File: src/rtl/pdi_pkg.sv
package pdi_pkg;
  localparam int RW     = 16;
  localparam int DMA_AW = 2 * RW;
  localparam int OFF_W  = 4;

  localparam logic [OFF_W-1:0] OFF_CSR   = 4'd0;
  localparam logic [OFF_W-1:0] OFF_DATA  = 4'd1;
  localparam logic [OFF_W-1:0] OFF_PULSE = 4'd2;
  localparam logic [OFF_W-1:0] OFF_BALO  = 4'd8;
  localparam logic [OFF_W-1:0] OFF_WCNT  = 4'd9;
  localparam logic [OFF_W-1:0] OFF_CALO  = 4'd10;
  localparam logic [OFF_W-1:0] OFF_BAHI  = 4'd12;
  localparam logic [OFF_W-1:0] OFF_CAHI  = 4'd14;

  typedef struct packed {
    logic       go;
    logic       func_wr;
    logic [2:0] func;
    logic       ien_wr;
    logic       ien_val;
    logic       ien_set;
    logic       ien_clr;
    logic       cyc;
    logic       f2p;
    logic       mclr;
    logic       rst_perr;
    logic       rst_attf;
    logic       rst_dmaf;
  } cmd_t;

  function automatic logic [DMA_AW-1:0] next_addr(input logic [DMA_AW-1:0] a,
                                                  input int unsigned step);
    return a + DMA_AW'(step);
  endfunction

  function automatic logic [RW-1:0] pack_status(
      input logic dev, input logic [2:0] func, input logic timo, input logic berr,
      input logic ien, input logic busy, input logic [2:0] sts, input logic perr,
      input logic attn, input logic attf, input logic dmaf);
    return {dmaf, attf, attn, perr, sts, 1'b0, ~busy, ien, berr, timo, func, dev};
  endfunction
endpackage

File: src/rtl/pdi_cmd_decode.sv
module pdi_cmd_decode
  import pdi_pkg::*;
(
  input  logic             wr_en,
  input  logic [OFF_W-1:0] addr,
  input  logic [RW-1:0]    wdata,
  output cmd_t             cmd,
  output logic             wr_data,
  output logic             wr_balo,
  output logic             wr_bahi,
  output logic             wr_wcnt
);
  always_comb begin
    cmd     = '0;
    wr_data = 1'b0;
    wr_balo = 1'b0;
    wr_bahi = 1'b0;
    wr_wcnt = 1'b0;
    if (wr_en) begin
      case (addr)
        OFF_CSR: begin
          cmd.go       = wdata[0];
          cmd.func_wr  = 1'b1;
          cmd.func     = wdata[3:1];
          cmd.ien_wr   = 1'b1;
          cmd.ien_val  = wdata[6];
          cmd.cyc      = wdata[8];
          cmd.mclr     = wdata[12];
          cmd.rst_perr = wdata[13];
          cmd.rst_attf = wdata[14];
          cmd.rst_dmaf = wdata[15];
        end
        OFF_PULSE: begin
          cmd.go       = wdata[0];
          cmd.f2p      = wdata[2];
          cmd.ien_clr  = wdata[5];
          cmd.ien_set  = wdata[6];
          cmd.cyc      = wdata[8];
          cmd.mclr     = wdata[12];
          cmd.rst_perr = wdata[13];
          cmd.rst_attf = wdata[14];
          cmd.rst_dmaf = wdata[15];
        end
        OFF_DATA: wr_data = 1'b1;
        OFF_BALO: wr_balo = 1'b1;
        OFF_BAHI: wr_bahi = 1'b1;
        OFF_WCNT: wr_wcnt = 1'b1;
        default: ;
      endcase
    end
  end
endmodule

File: src/rtl/pdi_flags.sv
module pdi_flags
  import pdi_pkg::*;
(
  input  logic       clk,
  input  logic       rst_n,
  input  cmd_t       cmd,
  input  logic       attn_in,
  input  logic       par_err_in,
  input  logic       dma_end,
  output logic [2:0] func,
  output logic       ien,
  output logic       perr,
  output logic       attf,
  output logic       dmaf,
  output logic       attn_fall,
  output logic       f2p_q,
  output logic       cyc_q
);
  logic attn_q;

  assign attn_fall = attn_q & ~attn_in;

  always_ff @(posedge clk or negedge rst_n) begin
    if (!rst_n) begin
      attn_q <= 1'b0;
      f2p_q  <= 1'b0;
      cyc_q  <= 1'b0;
      func   <= '0;
      ien    <= 1'b0;
      perr   <= 1'b0;
      attf   <= 1'b0;
      dmaf   <= 1'b0;
    end else begin
      attn_q <= attn_in;
      f2p_q  <= cmd.f2p;
      cyc_q  <= cmd.cyc;
      if (cmd.mclr) begin
        func <= '0;
        ien  <= 1'b0;
        perr <= 1'b0;
        attf <= 1'b0;
        dmaf <= 1'b0;
      end else begin
        if (cmd.func_wr) func <= cmd.func;
        if (cmd.ien_wr)       ien <= cmd.ien_val;
        else if (cmd.ien_set) ien <= 1'b1;
        else if (cmd.ien_clr) ien <= 1'b0;
        perr <= par_err_in | (perr & ~cmd.rst_perr);
        attf <= attn_fall  | (attf & ~cmd.rst_attf);
        dmaf <= dma_end    | (dmaf & ~cmd.rst_dmaf);
      end
    end
  end
endmodule

File: src/rtl/pdi_dma_seq.sv
module pdi_dma_seq
  import pdi_pkg::*;
#(
  parameter int unsigned STEP = 2
) (
  input  logic              clk,
  input  logic              rst_n,
  input  logic              go,
  input  logic              mclr,
  input  logic              wr_balo,
  input  logic              wr_bahi,
  input  logic              wr_wcnt,
  input  logic [RW-1:0]     wdata,
  input  logic              xfer_done,
  input  logic              bus_timeout,
  input  logic              bus_error,
  output logic              busy,
  output logic [DMA_AW-1:0] cur_addr,
  output logic [RW-1:0]     wcnt,
  output logic              timo,
  output logic              berr,
  output logic              dma_end,
  output logic              step,
  output logic              fault
);
  localparam int HALVES = DMA_AW / RW;

  logic [RW-1:0] base_half [HALVES];
  logic [HALVES-1:0] half_wr;
  logic [DMA_AW-1:0] base_addr;
  logic go_ok, last;

  assign half_wr = {wr_bahi, wr_balo};

  for (genvar h = 0; h < HALVES; h++) begin : g_base
    always_ff @(posedge clk or negedge rst_n) begin
      if (!rst_n)          base_half[h] <= '0;
      else if (half_wr[h]) base_half[h] <= wdata;
    end
    assign base_addr[h*RW +: RW] = base_half[h];
  end

  assign go_ok   = go & ~busy & ~mclr;
  assign fault   = busy & (bus_timeout | bus_error) & ~mclr;
  assign step    = busy & xfer_done & ~fault & ~mclr;
  assign last    = step & (wcnt == RW'(1));
  assign dma_end = (go_ok & (wcnt == '0)) | fault | last;

  always_ff @(posedge clk or negedge rst_n) begin
    if (!rst_n) begin
      busy     <= 1'b0;
      cur_addr <= '0;
      wcnt     <= '0;
      timo     <= 1'b0;
      berr     <= 1'b0;
    end else begin
      if (wr_wcnt)   wcnt <= wdata;
      else if (step) wcnt <= wcnt - RW'(1);

      if (go_ok)     cur_addr <= base_addr;
      else if (step) cur_addr <= next_addr(cur_addr, STEP);

      if (mclr)                busy <= 1'b0;
      else if (go_ok)          busy <= (wcnt != '0);
      else if (fault || last)  busy <= 1'b0;

      if (mclr || go_ok) begin
        timo <= 1'b0;
        berr <= 1'b0;
      end else if (fault) begin
        timo <= timo | bus_timeout;
        berr <= berr | bus_error;
      end
    end
  end
endmodule

File: src/rtl/pdi_ctrl_regs.sv
module pdi_ctrl_regs
  import pdi_pkg::*;
#(
  parameter int unsigned STEP = 2
) (
  input  logic              clk,
  input  logic              rst_n,
  input  logic              reg_valid,
  input  logic              reg_write,
  input  logic [OFF_W-1:0]  reg_addr,
  input  logic [RW-1:0]     reg_wdata,
  output logic [RW-1:0]     reg_rdata,
  input  logic              dev_type,
  input  logic [2:0]        sts_abc,
  input  logic              attn_in,
  input  logic              par_err_in,
  input  logic              xfer_done,
  input  logic              bus_timeout,
  input  logic              bus_error,
  output logic [RW-1:0]     data_out,
  output logic [2:0]        func_out,
  output logic              func2_pulse,
  output logic              cycle_pulse,
  output logic              dma_busy,
  output logic [DMA_AW-1:0] dma_addr,
  output logic              irq
);
  cmd_t cmd;
  logic wr_data, wr_balo, wr_bahi, wr_wcnt;
  logic ien_w, perr_w, attf_w, dmaf_w, attn_fall_w;
  logic timo_w, berr_w, dma_end_w, step_w, fault_w;
  logic mclr_w, rst_attf_w, rst_dmaf_w;
  logic [RW-1:0] wcnt_w;
  logic [RW-1:0] data_q;

  pdi_cmd_decode u_dec (
    .wr_en   (reg_valid & reg_write),
    .addr    (reg_addr),
    .wdata   (reg_wdata),
    .cmd     (cmd),
    .wr_data (wr_data),
    .wr_balo (wr_balo),
    .wr_bahi (wr_bahi),
    .wr_wcnt (wr_wcnt)
  );

  assign mclr_w     = cmd.mclr;
  assign rst_attf_w = cmd.rst_attf;
  assign rst_dmaf_w = cmd.rst_dmaf;

  pdi_flags u_flags (
    .clk        (clk),
    .rst_n      (rst_n),
    .cmd        (cmd),
    .attn_in    (attn_in),
    .par_err_in (par_err_in),
    .dma_end    (dma_end_w),
    .func       (func_out),
    .ien        (ien_w),
    .perr       (perr_w),
    .attf       (attf_w),
    .dmaf       (dmaf_w),
    .attn_fall  (attn_fall_w),
    .f2p_q      (func2_pulse),
    .cyc_q      (cycle_pulse)
  );

  pdi_dma_seq #(.STEP(STEP)) u_seq (
    .clk         (clk),
    .rst_n       (rst_n),
    .go          (cmd.go),
    .mclr        (cmd.mclr),
    .wr_balo     (wr_balo),
    .wr_bahi     (wr_bahi),
    .wr_wcnt     (wr_wcnt),
    .wdata       (reg_wdata),
    .xfer_done   (xfer_done),
    .bus_timeout (bus_timeout),
    .bus_error   (bus_error),
    .busy        (dma_busy),
    .cur_addr    (dma_addr),
    .wcnt        (wcnt_w),
    .timo        (timo_w),
    .berr        (berr_w),
    .dma_end     (dma_end_w),
    .step        (step_w),
    .fault       (fault_w)
  );

  always_ff @(posedge clk or negedge rst_n) begin
    if (!rst_n)       data_q <= '0;
    else if (wr_data) data_q <= reg_wdata;
  end
  assign data_out = data_q;

  assign irq = ien_w & (dmaf_w | attf_w);

  always_comb begin
    case (reg_addr)
      OFF_CSR:  reg_rdata = pack_status(dev_type, func_out, timo_w, berr_w, ien_w,
                                        dma_busy, sts_abc, perr_w, attn_in, attf_w, dmaf_w);
      OFF_DATA: reg_rdata = data_q;
      OFF_WCNT: reg_rdata = wcnt_w;
      OFF_CALO: reg_rdata = dma_addr[RW-1:0];
      OFF_CAHI: reg_rdata = dma_addr[DMA_AW-1:RW];
      default:  reg_rdata = '0;
    endcase
  end
endmodule

File: config.mk
export PLATFORM = sky130hd
export DESIGN_NAME = pdi_ctrl_regs
export DESIGN_NICKNAME = d
export VERILOG_FILES = /design/src/rtl/pdi_pkg.sv /design/src/rtl/pdi_cmd_decode.sv /design/src/rtl/pdi_flags.sv /design/src/rtl/pdi_dma_seq.sv /design/src/rtl/pdi_ctrl_regs.sv
export SDC_FILE = /design/constraint.sdc
export NUM_CORES = 1
export LEC_CHECK = 0
export ABC_CLOCK_PERIOD_IN_PS = 1770
export BUFFER_PORTS_ARGS = -buffer_cell sky130_fd_sc_hd__buf_2
export CAP_MARGIN = 10
export CORE_MARGIN = 2
export CORE_UTILIZATION = 45
export DETAILED_ROUTE_END_ITERATION = 8
export HOLD_SLACK_MARGIN = 0.05
export PLACE_DENSITY = 0.68
export SLEW_MARGIN = 20
export SYNTH_ARGS = -nofsm -noshare
export SYNTH_HDL_FRONTEND = slang
export SYNTH_SLANG_ARGS = --single-unit
File: constraint.sdc
create_clock -name clk -period 1.77 [get_ports clk]
set_clock_uncertainty 0.15 [all_clocks]
set_input_delay 0.177 -clock clk [delete_from_list [all_inputs] [get_ports clk]]
set_output_delay 0.177 -clock clk [all_outputs]
set_load 0.01 [all_outputs]
======== Yosys cells after proc, flatten, opt, wreduce, memory -nomap -nowiden ========
Index checks and enable logic that the tools add are counted.
storage, ports and cells
  register bits ........................... 109
  input bits .............................. 33
  output and inout bits ................... 71
  logic and storage cells ................. 105
operators by class
  add/sub/neg operators ................... 2
  equality and inequality tests ........... 8
  mux-type cells .......................... 36
  bitwise gates (word level) .............. 31
  reduce and logical (&&, ||, !) cells .... 12
operators with widths
  kind                     count
  $pmux W16 S5             1
  $mux W32                 2
  $add A32 B2 Y32 const B  1
  $mux W16                 2
  $mux W1                  25
  $eq A4 B4 Y1 const B     5
  $eq A16 B1 Y1 const B    1
  $logic_not A16 Y1        1
  $reduce_bool A16 Y1      1
  $sub A16 B1 Y16 const B  1
  $and A1 B1 Y1            15
  $mux W15                 1
  $or A1 B1 Y1             9
  $reduce_bool A2 Y1       4
  $not A1 Y1               7
  $mux W3                  2
  $mux W6                  1
  $eq A4 B1 Y1 const B     1
  $eq A4 B2 Y1 const B     1
  $logic_not A4 Y1         1
  $mux W4                  1
  $reduce_bool A4 Y1       1
  $reduce_bool A3 Y1       1
  $logic_or A1 B1 Y1       2
  2 further kinds          2

======== Logic depth before layout (Yosys ltp) ========
Gate-level depths: netlist of the first run.
  depth in word-level cells ............... 14
  depth in mapped cells ................... 9
  mapped depth without buffers ............ 6

======== Modules after synthesis ========
From an unflattened synthesis of the first run, not the netlist that was laid out.
unflattened totals
  cells, all modules ...................... 582
  area, all modules ....................... 6053.3 um2
by module, submodules not included
  module          instances  cells an instance  area an instance (um2)
  pdi_dma_seq     1          406                4144.0
  pdi_ctrl_regs   1          120                1355.0
  pdi_flags       1          29                 375.4
  pdi_cmd_decode  1          27                 178.9

======== Worst setup path after synthesis of the first run ========
Ideal clock, no wire load.
  path kind ............................... register to register
  start point ............................. register u_seq.cur_addr[19]
  end point ............................... register u_seq.cur_addr[27]
  library setup time ...................... 0.131 ns
  arrival ................................. 1.721 ns
  setup slack ............................. -0.233 ns
  stages on the path, launching flop included .. 7
  path buffers ............................ 1
  clock period less this slack ............ 2.003 ns
  cell sequence ........................... dfrtp_1 > buf_2 > nand4_1 > nor4_4 > nand4_1 > and3_1 > or3_1
on the way
  cells in the longest elaborated chain, start to end .. 3
ends and longest elaborated chain
  what                    line               text
  start, declared         pdi_dma_seq.sv:18  output logic [DMA_AW-1:0] cur_addr,
  start signal, assigned  pdi_dma_seq.sv:60  if (go_ok) cur_addr <= base_addr;
  start signal, assigned  pdi_dma_seq.sv:61  else if (step) cur_addr <= next_addr(cur_addr, STEP);
  $add A32 B2 Y32         pdi_pkg.sv:33      return a + DMA_AW'(step);
  $mux W32                pdi_dma_seq.sv:61
  $mux W32                pdi_dma_seq.sv:60
No other way between the ends. The select of a mux whose other input is x is not followed.
A chain may end at the register's enable or synchronous reset.

======== Worst setup path after layout of the first run ========
  start point ............................. register u_seq.cur_addr[3]
  end point ............................... register u_seq.cur_addr[28]
The elaborated chain is that of the path after synthesis.

==> Flow_metrics.wiki, run 1 <==
{| class="wikitable"
! Metric !! Value
|-
| Run status || finished, violations left
|-
| Violations in the final reports || negative setup slack
|-
| Critical-path top delay cell || dfrtp_1
|-
| H-tree levels || 3
|-
| Xor and xnor fraction of the mapped netlist area || 0.0366
|-
| Maximum number of pins on one net before global-route repair || 35
|-
| Maximum clock insertion buffer count || 2
|-
| Critical path capture point type || flop
|-
| Clock insertion delay at the later pin of the skew report || 360 ps
|-
| Number of DRC violations after detailed-routing iteration 0 || 755
|-
| Launch instance of the worst register-to-register path || u_seq.cur_addr[3]
|-
| Total of buffers placed on input and output ports || 103
|-
| Synth Flop Type || dfrtp_1
|-
| Post-synth cell types || 57
|-
| Startpoint class of the critical path || flop
|-
| Simple-gate portion of the synthesized area || 0.200
|-
| Final layout net count || 870
|-
| Yosys top cell area share || 0.475
|-
| Clock transition at the registers of the reported paths || 70 ps
|-
| Global-route congestion overflow total || 0
|-
| Number of top-level pins || 104
|-
| Hold wc startpoint || reg_wdata[12]
|-
| Maximum single-stage delay on the critical path || 420 ps
|-
| Pre-CTS WS || -195 ps
|-
| Final setup violating endpoints || 47
|-
| Unrepaired setup endpoints after global routing || true
|-
| Number of max-slew violations in the final report || 0
|-
| Number of antenna violations at the first check in global routing || 0
|-
| Antenna viol nets, final || 0
|-
| Die X || 117 um
|-
| Overall die area || 13700 um^2
|-
| HPWL Detailed || 13.7 mm
|-
| Adder-cell area share of the yosys netlist || 0.00872
|-
| Worst hold margin || 92.9 ps
|-
| Overall Global Routing Usage || 0.301
|-
| CP max FO || 4
|-
| Min setup slack post-route || -229 ps
|-
| Number of hold violations in the final report || 0
|-
| Compound-cell area share of the yosys netlist || 0.146
|-
| Mapped cell area || 5740 um^2
|-
| Total CTS buffers || 9
|-
| Worst reg2reg path depth || 7
|-
| Area growth syn-to-layout || 56.9%
|-
| Number of rows created at floorplan || 41
|-
| Final-layout setup total negative slack || -4210 ps
|-
| Maximum capacitance violations || 0
|-
| Vias || 6137
|-
| Sink Count || 109
|-
| Most frequent cells in the layout || buf_4, buf_2, dfrtp_1, nand2_1, buf_6
|-
| Total Routed Length || 22.0 mm
|-
| Average footprint of a synthesized cell || 10.3 um^2
|-
| Commonest non-fill, non-tap cell in the layout || buf_4
|-
| Minimum setup slack among reg-to-reg paths || -230 ps
|-
| Core area || 12500 um^2
|-
| Largest family of logic cells by synthesized area || simple AND/OR/NAND/NOR gates
|-
| Critical path, cell by cell || buf_6 -> nand4_1 -> nor2_2 -> buf_6 -> nand4_1 -> o211ai_1 -> o311ai_1
|-
| Most area-hungry cell type in the Yosys netlist || dfrtp_1
|-
| Min-delay worst type || in2reg
|-
| Static power due to leakage || 4.32 nW
|-
| Starting Density || 0.458
|-
| Min-Delay Path Depth || 3
|-
| DR DRC count || 0
|-
| Overall power consumption || 7.26 mW
|-
| Req. time, crit path || 1850 ps
|-
| Gate Count Post-Synth || 557
|-
| Non-filler instance count after layout || 1010
|-
| Period utilization || 1.13
|-
| Arrival time at the worst endpoint || 2080 ps
|-
| Average wire per standard cell || 21.8 um
|-
| Number of placed cells counting well taps || 925
|-
| Clock root cell || clkbuf_16
|-
| Final core utilization || 0.719
|-
| Slew at the pin with the worst max-slew slack || 509 ps
|-
| Fmax achieved || 500 MHz
|-
| Yosys warning count || 0
|-
| RD Place Congestion || 0.882
|-
| DRT Pass-1 Iters || 6
|-
| # fillers || 835
|-
| Crit path kind || reg2reg
|-
| Worst slew slack as a fraction of its limit || 0.661
|-
| Crit path buf inv count || 2
|-
| Ratio of cells with drive above 1 in the final layout || 0.494
|-
| Top post-synthesis cells by area || dfrtp_1, mux2_2, nand2_1
|-
| Number of vias per cell || 6.08
|-
| Cell Area, Placed || 7440 um^2
|-
| Worst reg2reg endpoint || u_seq.cur_addr[28]
|-
| Final design area excluding fillers || 9000 um^2
|-
| Post-synth EDFFs || 0
|-
| Total power divided by cell area || 807 nW/um^2
|-
| Vertical die dimension || 117 um
|-
| VDD IR-drop max || 0.669 mV
|-
| Endpoint, Worst Hold || data_out[12]
|-
| Flip-flop and latch count after synthesis || 109
|-
| Via count of the first global-routing pass || 5756
|-
| Total inserted antenna cells || 0
|-
| Syn_nets || 594
|-
| Cell class contributing the biggest share of worst-path delay || simple AND/OR/NAND/NOR gates
|-
| Async set or reset register ratio after synthesis || 1.00
|-
| First-pass GRT wire length || 31.2 mm
|-
| Share of synthesized area spent on multiplexers || 0.102
|-
| Tmin final || 2000 ps
|-
| CTS tree || built
|-
| Fraction of the yosys area taken by sequential cells || 0.475
|}
==> worst min-delay path, cell delays in order <==
cell and delay (ps):
buf_2 90, buf_4 150, mux2_2 150
==> flip-flops by register name (all words and copies together) (netlist names), 3 cells and up <==
| name | count |
|---|---|
| u_flags.func | 3 |
| data_out | 16 |
| u_seq.cur_addr | 32 |
| u_seq.wcnt | 16 |
| u_seq.base_addr | 32 |
==> repair_timing <==
action                                  in CTS  in global routing
setup buffers                               27                 20
gates cloned                                 1                  1
hold buffers                                21                  0
endpoints found under the setup margin      51                 61
hold endpoints to repair                   158                  0
pin swaps                                   48                 77
resized for setup                           58                 80
==> layer usage <==
metal,vias to the layer above,share of wire,track usage
met2,417,0.48,0.484
met5,-,0,0
met4,0,0.041,0.121
met1,2996,0.38,0.406
li1,2634,-,-
met3,90,0.099,0.0566
==> power breakdown <==
part           switching (mW)  leakage [nW]  total [mW]  internal (mW)
sequential              0.333          1.40        3.22           2.88
clock                    1.01         0.156        2.18           1.17
combinational           0.904          2.76        1.87          0.963
total                    2.25          4.32        7.26           5.01
==> worst max-delay path by stage <==
stage,startpoint,endpoint,depth (start not counted)
floorplan,u_seq.busy,u_seq.cur_addr[27],7
global placement,reg_addr[2],u_seq.cur_addr[27],6
detailed placement,reg_addr[2],u_seq.cur_addr[27],6
CTS,u_seq.cur_addr[5],reg_rdata[5],4
global route,u_seq.cur_addr[22],u_seq.cur_addr[29],7
finish,u_seq.cur_addr[3],u_seq.cur_addr[28],7
==> kinds of logic after synthesis <==
logic type	after synthesis
AND/OR/NAND/NOR	215
AO/OA/AOI/OAI	119
flip-flops	109
multiplexers	52
buffers and inverters	34
XOR/XNOR	24
adder cells (fa/ha/maj)	4
==> layout make-up <==
type	instances	area, um^2	area share
repair buffers	293	2400	0.267
clock buffers	10	239	0.0266
clock inverters	6	76.3	0.00848
well taps	172	215	0.0239
flip-flops and latches	109	2740	0.305
multi-input cells	414	3310	0.367
inverters	6	22.5	0.00250
==> cell usage after synthesis, types with 7 or more instances <==
cell type	count
nand3_1	23
a21oi_1	27
nand2b_1	7
nor2_1	41
o21ai_1	19
clkbuf_1	10
buf_2	8
mux2_2	34
xnor2_1	18
a222oi_1	15
nor3_1	14
a22oi_1	23
nand2_1	68
mux2_1	16
o211ai_1	8
dfrtp_1	109
nand4_1	11
Note: power is estimated with default switching activity, not from simulation.
==> inputs of run 2 (changes only) <==
Settings changed: ABC_AREA set to 1, PLACE_DENSITY 0.68 to not set, PLACE_DENSITY_LB_ADDON set to 0.1.
==> run 2 against run 1 <==
  * Register-to-register slack improved by 310 ps
  * Sequential share of layout area increased by 1.7 points
  * The run still ends with negative setup slack left
  * Largest power group unchanged
  * Sequential cell count unchanged
  * Non-clock buffer count decreased by 71
  * Worst hold slack got worse by 36 ps
  * Clock power decreased by 6%
  * Final area decreased by 5.3%
  * Sequential power increased by 9.3%
==> Flow_metrics.wiki, run 2 <==
{| class="wikitable"
! Metric !! Value
|-
| Average wire per standard cell || 17.5 um
|-
| Arrival time at the worst endpoint || 1460 ps
|-
| Min setup slack post-route || -18.3 ps
|-
| Min-delay worst type || in2async
|-
| Post-synth cell types || 34
|-
| Fraction of the yosys area taken by sequential cells || 0.427
|-
| Number of max-slew violations in the final report || 0
|-
| Adder-cell area share of the yosys netlist || 0.00783
|-
| DRT Pass-1 Iters || 5
|-
| Final setup violating endpoints || 1
|-
| Post-synth EDFFs || 0
|-
| Commonest cells post-synth || nand2_1, dfrtp_1, nor2_1, inv_1, o21ai_0
|-
| Maximum clock insertion buffer count || 2
|-
| Clock insertion delay at the later pin of the skew report || 360 ps
|-
| Yosys warning count || 0
|-
| First-pass GRT wire length || 34.7 mm
|-
| Most numerous cell in the Yosys netlist || nand2_1
|-
| Total power divided by cell area || 1000 nW/um^2
|-
| Non-filler instance count after layout || 1299
|-
| Clock root cell || clkbuf_16
|-
| Crit path kind || reg2out
|-
| Flip-flop and latch count after synthesis || 109
|-
| Total inserted antenna cells || 0
|-
| CP max FO || 6
|-
| Critical path capture point type || primary output
|-
| Critical path origin || u_seq.cur_addr[21]
|-
| RD Place Congestion || 0.956
|-
| Number of top-level pins || 104
|-
| Worst slew slack as a fraction of its limit || 0.713
|-
| Yosys top cell area share || 0.427
|-
| Number of antenna violations at the first check in global routing || 0
|-
| Largest family of logic cells by synthesized area || simple AND/OR/NAND/NOR gates
|-
| Sink Count || 109
|-
| Overall Global Routing Usage || 0.307
|-
| Simple-gate portion of the synthesized area || 0.343
|-
| Worst hold margin || 57.0 ps
|-
| Mapped cell area || 6390 um^2
|-
| Number of placed cells counting well taps || 1234
|-
| Maximum number of pins on one net before global-route repair || 62
|-
| Vertical die dimension || 123 um
|-
| Antenna viol nets, final || 0
|-
| Most frequent cells in the layout || nand2_1, buf_2, dfrtp_1, buf_4, nor2_1
|-
| Unrepaired setup endpoints after global routing || true
|-
| Final core utilization || 0.614
|-
| DR DRC count || 0
|-
| Static power due to leakage || 4.23 nW
|-
| Slew at the pin with the worst max-slew slack || 427 ps
|-
| Violations in the final reports || negative setup slack
|-
| Startpoint class of the critical path || flop
|-
| Worst reg2reg path depth || 11
|-
| Average footprint of a synthesized cell || 7.05 um^2
|-
| Core area || 13900 um^2
|-
| Run status || finished, violations left
|-
| Global-route congestion overflow total || 0
|-
| H-tree levels || 3
|-
| Commonest non-fill, non-tap cell in the layout || nand2_1
|-
| Fmax achieved || 559 MHz
|-
| Total CTS buffers || 9
|-
| Overall die area || 15200 um^2
|-
| Ratio of cells with drive above 1 in the final layout || 0.274
|-
| Maximum capacitance violations || 0
|-
| Async set or reset register ratio after synthesis || 1.00
|-
| Die X || 123 um
|-
| Area of combinational cells with multiple inputs || 3310 um^2
|-
| CTS tree || built
|-
| Syn_nets || 944
|-
| Gate Count Post-Synth || 907
|-
| Starting Density || 0.460
|-
| Share of synthesized area spent on multiplexers || 0
|-
| Number of rows created at floorplan || 43
|-
| Launch instance of the worst register-to-register path || u_seq.cur_addr[10]
|-
| Via count of the first global-routing pass || 6373
|-
| Number of hold violations in the final report || 0
|-
| Top post-synthesis cells by area || dfrtp_1, nand2_1, o21ai_0
|-
| VDD IR-drop max || 0.686 mV
|-
| # fillers || 1366
|-
| Synth Flop Type || dfrtp_1
|-
| Area growth syn-to-layout || 33.3%
|-
| Overall power consumption || 8.52 mW
|-
| Total of buffers placed on input and output ports || 103
|-
| Clock transition at the registers of the reported paths || 80 ps
|-
| HPWL Detailed || 17.3 mm
|-
| Tmin final || 1790 ps
|-
| Req. time, crit path || 1440 ps
|-
| Most area-hungry cell type in the Yosys netlist || dfrtp_1
|-
| Number of vias per cell || 5.27
|-
| Period utilization || 1.01
|-
| Compound-cell area share of the yosys netlist || 0.113
|-
| Flip-flop and latch area || 2740 um^2
|-
| Vias || 6842
|-
| Final layout net count || 1151
|-
| Xor and xnor fraction of the mapped netlist area || 0.0274
|-
| Pre-CTS WS || -50.7 ps
|-
| Total Routed Length || 22.7 mm
|-
| Number of DRC violations after detailed-routing iteration 0 || 541
|}
## run 2: logic make-up (layout without fill, tap and decap cells)
group,Yosys count,in the layout
and+or+nand+nor,522,522
AOI/OAI and AO/OA,131,131
buffers and inverters,121,333
DFF,109,109
xor gates and xnor gates,20,20
adders and majority gates,4,4
## run 2: path summary, 6_finish.rpt
check,end,slack (ps)
worst max-delay path,reg_rdata[5],-20
worst min-delay path,u_seq.cur_addr[5],60
worst max register to register,u_seq.cur_addr[31],80
worst min register to register,u_seq.cur_addr[0],340
max in group asynchronous,u_seq.busy,780
min in group clk,u_flags.f2p_q,150
## run 2: critical path, cell delays in order (launching register included)
cell     delay, ps
dfrtp_2        470
inv_1          120
o22ai_2        100
nor2_1         100
o21ai_0        130
buf_2          170
## run 2: layer usage
layer  part of all wire  global-route usage
met1               0.44               0.426
met2               0.47               0.502
met3              0.068              0.0318
met4              0.022               0.104
met5                  0                   0
## run 2: final cells by class
class / instances / area share
repair buffers: 222 / 0.185
clock buffers: 10 / 0.0281
well taps: 180 / 0.0264
inverters: 95 / 0.0433
clock inverters: 6 / 0.00646
flip-flops and latches: 109 / 0.322
multi-input cells: 677 / 0.389
## run 2: metrics by stage
step	setup TNS (ps)	instance area, um^2
2_1_floorplan	0	6390
3_3_place_gp	-82.5	7580
3_5_place_dp	-84.9	7580
4_1_cts	-19.6	8230
5_1_grt	-304	8520
6_report	-18.3	8520
## run 2: power breakdown
part / internal [mW] / switching, mW
logic: 1.23 / 1.72
registers: 3.03 / 0.485
clock network: 1.02 / 1.03
total: 5.28 / 3.24
## run 2: timing repair
action | in CTS | in global routing
hold buffers | 21 | 0
cloned | 0 | 0
pin swaps | 4 | 17
setup buffers | 15 | 15
endpoints found under the hold margin | 147 | 0
setup endpoints to repair | 14 | 46
gates resized for setup | 25 | 74
==> inputs of run 3 (changes only) <==
Settings changed: TNS_END_PERCENT set to 1.
==> run 3 against run 2 <==
  * The run still ends with negative setup slack left
  * Sequential power increased by 1%
  * Non-clock buffer count decreased by 5
  * Final cell count decreased by 0.38%
  * Worst setup slack got worse by 6.2 ps
  * Highest routed layer unchanged
  * Wire length decreased by 0.60%
  * Largest cell class unchanged
  * Critical path depth increased by 1
  * Register-to-register slack about the same
  * Combinational power decreased by 1%
  * Power about the same
==> Flow_metrics.wiki, run 3 (same netlist as run 2, synthesis figures left out) <==
{| class="wikitable"
! Metric !! Value
|-
| Unrepaired setup endpoints after global routing || true
|-
| CTS tree || built
|-
| Crit path kind || reg2out
|-
| Min-delay worst type || in2async
|-
| Number of antenna violations at the first check in global routing || 0
|-
| Final core utilization || 0.607
|-
| Arrival time at the worst endpoint || 1470 ps
|-
| Power share of the clock group || 0.241
|-
| Minimum setup slack among reg-to-reg paths || 80 ps
|-
| Final layout net count || 1146
|-
| Violations in the final reports || negative setup slack
|-
| Via count of the first global-routing pass || 6343
|-
| Number of hold violations in the final report || 0
|-
| Maximum number of pins on one net before global-route repair || 62
|-
| Area of combinational cells with multiple inputs || 3250 um^2
|-
| Most frequent cells in the layout || nand2_1, buf_2, dfrtp_1, nor2_1, buf_4
|-
| Maximum capacitance violations || 0
|-
| Core area || 13900 um^2
|-
| Static power due to leakage || 4.18 nW
|-
| Startpoint class of the critical path || flop
|-
| Sw Share || 0.380
|-
| Clock transition at the registers of the reported paths || 80 ps
|-
| DRT Pass-1 Iters || 6
|-
| Cell Area, Placed || 7580 um^2
|-
| Launch instance of the worst register-to-register path || u_seq.cur_addr[2]
|-
| VDD IR-drop max || 0.688 mV
|-
| Average wire per standard cell || 17.5 um
|-
| Highest metal layer with signal wires || met4
|-
| Overall die area || 15200 um^2
|-
| Fmax achieved || 557 MHz
|-
| Number of DRC violations after detailed-routing iteration 0 || 594
|-
| Final setup violating endpoints || 2
|-
| Antenna viol nets, final || 0
|-
| Maximum clock insertion buffer count || 2
|-
| Total power divided by cell area || 1010 nW/um^2
|-
| Slew at the pin with the worst max-slew slack || 418 ps
|-
| Number of max-slew violations in the final report || 0
|-
| Total of buffers placed on input and output ports || 103
|-
| Starting Density || 0.460
|-
| Ratio of cells with drive above 1 in the final layout || 0.263
|-
| Internal Power || 5.28 mW
|-
| Total routed wire length on the met1 layer || 9.94 mm
|-
| Worst reg2reg path depth || 12
|-
| Met2 routed WL || 10.5 mm
|-
| Vertical die dimension || 123 um
|-
| Critical path origin || u_seq.cur_addr[18]
|-
| Tmin final || 1790 ps
|-
| Overall Global Routing Usage || 0.306
|-
| First-pass GRT wire length || 34.5 mm
|-
| Period utilization || 1.01
|-
| Final design area excluding fillers || 8430 um^2
|-
| Die X || 123 um
|-
| Met3 routed wirelength || 1.48 mm
|-
| Clock root cell || clkbuf_16
|-
| Total inserted antenna cells || 0
|-
| Worst hold margin || 58.7 ps
|-
| Clock insertion delay at the later pin of the skew report || 360 ps
|-
| Number of vias per cell || 5.25
|-
| Number of top-level pins || 104
|-
| Total CTS buffers || 9
|-
| Total Routed Length || 22.6 mm
|-
| CP max FO || 6
|-
| Number of rows created at floorplan || 43
|-
| Sink Count || 109
|-
| DR DRC count || 0
|-
| Vias || 6788
|-
| Flip-flop and latch area || 2750 um^2
|-
| Run status || finished, violations left
|-
| HPWL Detailed || 17.3 mm
|-
| Final-layout setup total negative slack || -32.6 ps
|-
| Worst reg2reg endpoint || u_seq.cur_addr[27]
|-
| Overall power consumption || 8.51 mW
|-
| Switching component of the power || 3.23 mW
|-
| Critical path capture point type || primary output
|-
| # fillers || 1386
|-
| Fraction of power consumed by sequential logic || 0.418
|-
| H-tree levels || 3
|-
| Global-route congestion overflow total || 0
|-
| Req. time, crit path || 1440 ps
|-
| Worst slew slack as a fraction of its limit || 0.719
|-
| CP Capture Point || reg_rdata[2]
|-
| Min setup slack post-route || -24.5 ps
|-
| Area growth syn-to-layout || 31.9%
|-
| Combinational fraction of design power || 0.342
|-
| Commonest non-fill, non-tap cell in the layout || nand2_1
|-
| RD Place Congestion || 0.956
|}
run 3: timing repair:
| action | 4_1_cts | 5_1_grt |
|---|---|---|
| setup buffers | 4 | 20 |
| resized for setup | 38 | 50 |
| endpoints found under the hold margin | 147 | 0 |
| hold buffers | 21 | 0 |
| pin swaps | 4 | 12 |
| setup endpoints to repair | 14 | 46 |
run 3: layout make-up:
type                       instances  share of cell area
clock inverter                     6             0.00653
sequential                       109               0.326
timing repair buffer             217               0.183
inverter                          95              0.0438
clock buffer                      10              0.0284
tap                              180              0.0267
multi-input combinational        677               0.386
run 3: per-stage QoR:
step	setup WS, ps	std cells
floorplan	64.5	907
global placement	-53.2	1234
CTS	-39.7	1275
detailed placement	-50.7	1234
finish	-24.5	1294
global route	-45.4	1294
run 3: per-layer routing:
layer  vias to the layer above  track usage
met1                      3193        0.425
met5                         -            0
met2                       252        0.487
li1                       3302            -
met3                        41       0.0346
met4                         0        0.128
run 3: power by group through the flow:
stage | Sequential (mW) | Clock (mW) | Combinational (mW)
2_1_floorplan | 3.55 | 0 | 1.35
3_3_place_gp | 3.56 | 0 | 2.51
3_5_place_dp | 3.56 | 0 | 2.52
4_1_cts | 3.53 | 2.07 | 2.63
5_1_grt | 3.61 | 2.17 | 3.20
6_report | 3.56 | 2.05 | 2.91
run 3: worst min path at each step:
stage          start                   to  slack (ps)  cells past startpoint
2_1_floorplan  rst_n          data_out[0]        -270                      0
3_3_place_gp   rst_n   u_seq.cur_addr[17]         -90                      1
3_5_place_dp   rst_n   u_seq.cur_addr[17]         -90                      1
4_1_cts        rst_n    u_seq.cur_addr[5]          60                      2
5_1_grt        rst_n  u_seq.base_addr[20]         100                      2
6_report       rst_n   u_seq.cur_addr[17]          60                      2
run 3: worst max-delay path: stages, from the launching register on:
cell and delay, ps:
dfrtp_2 440, inv_2 80, o21ai_2 170, buf_4 130, nor2_1 30, o21ai_1 100, buf_2 160
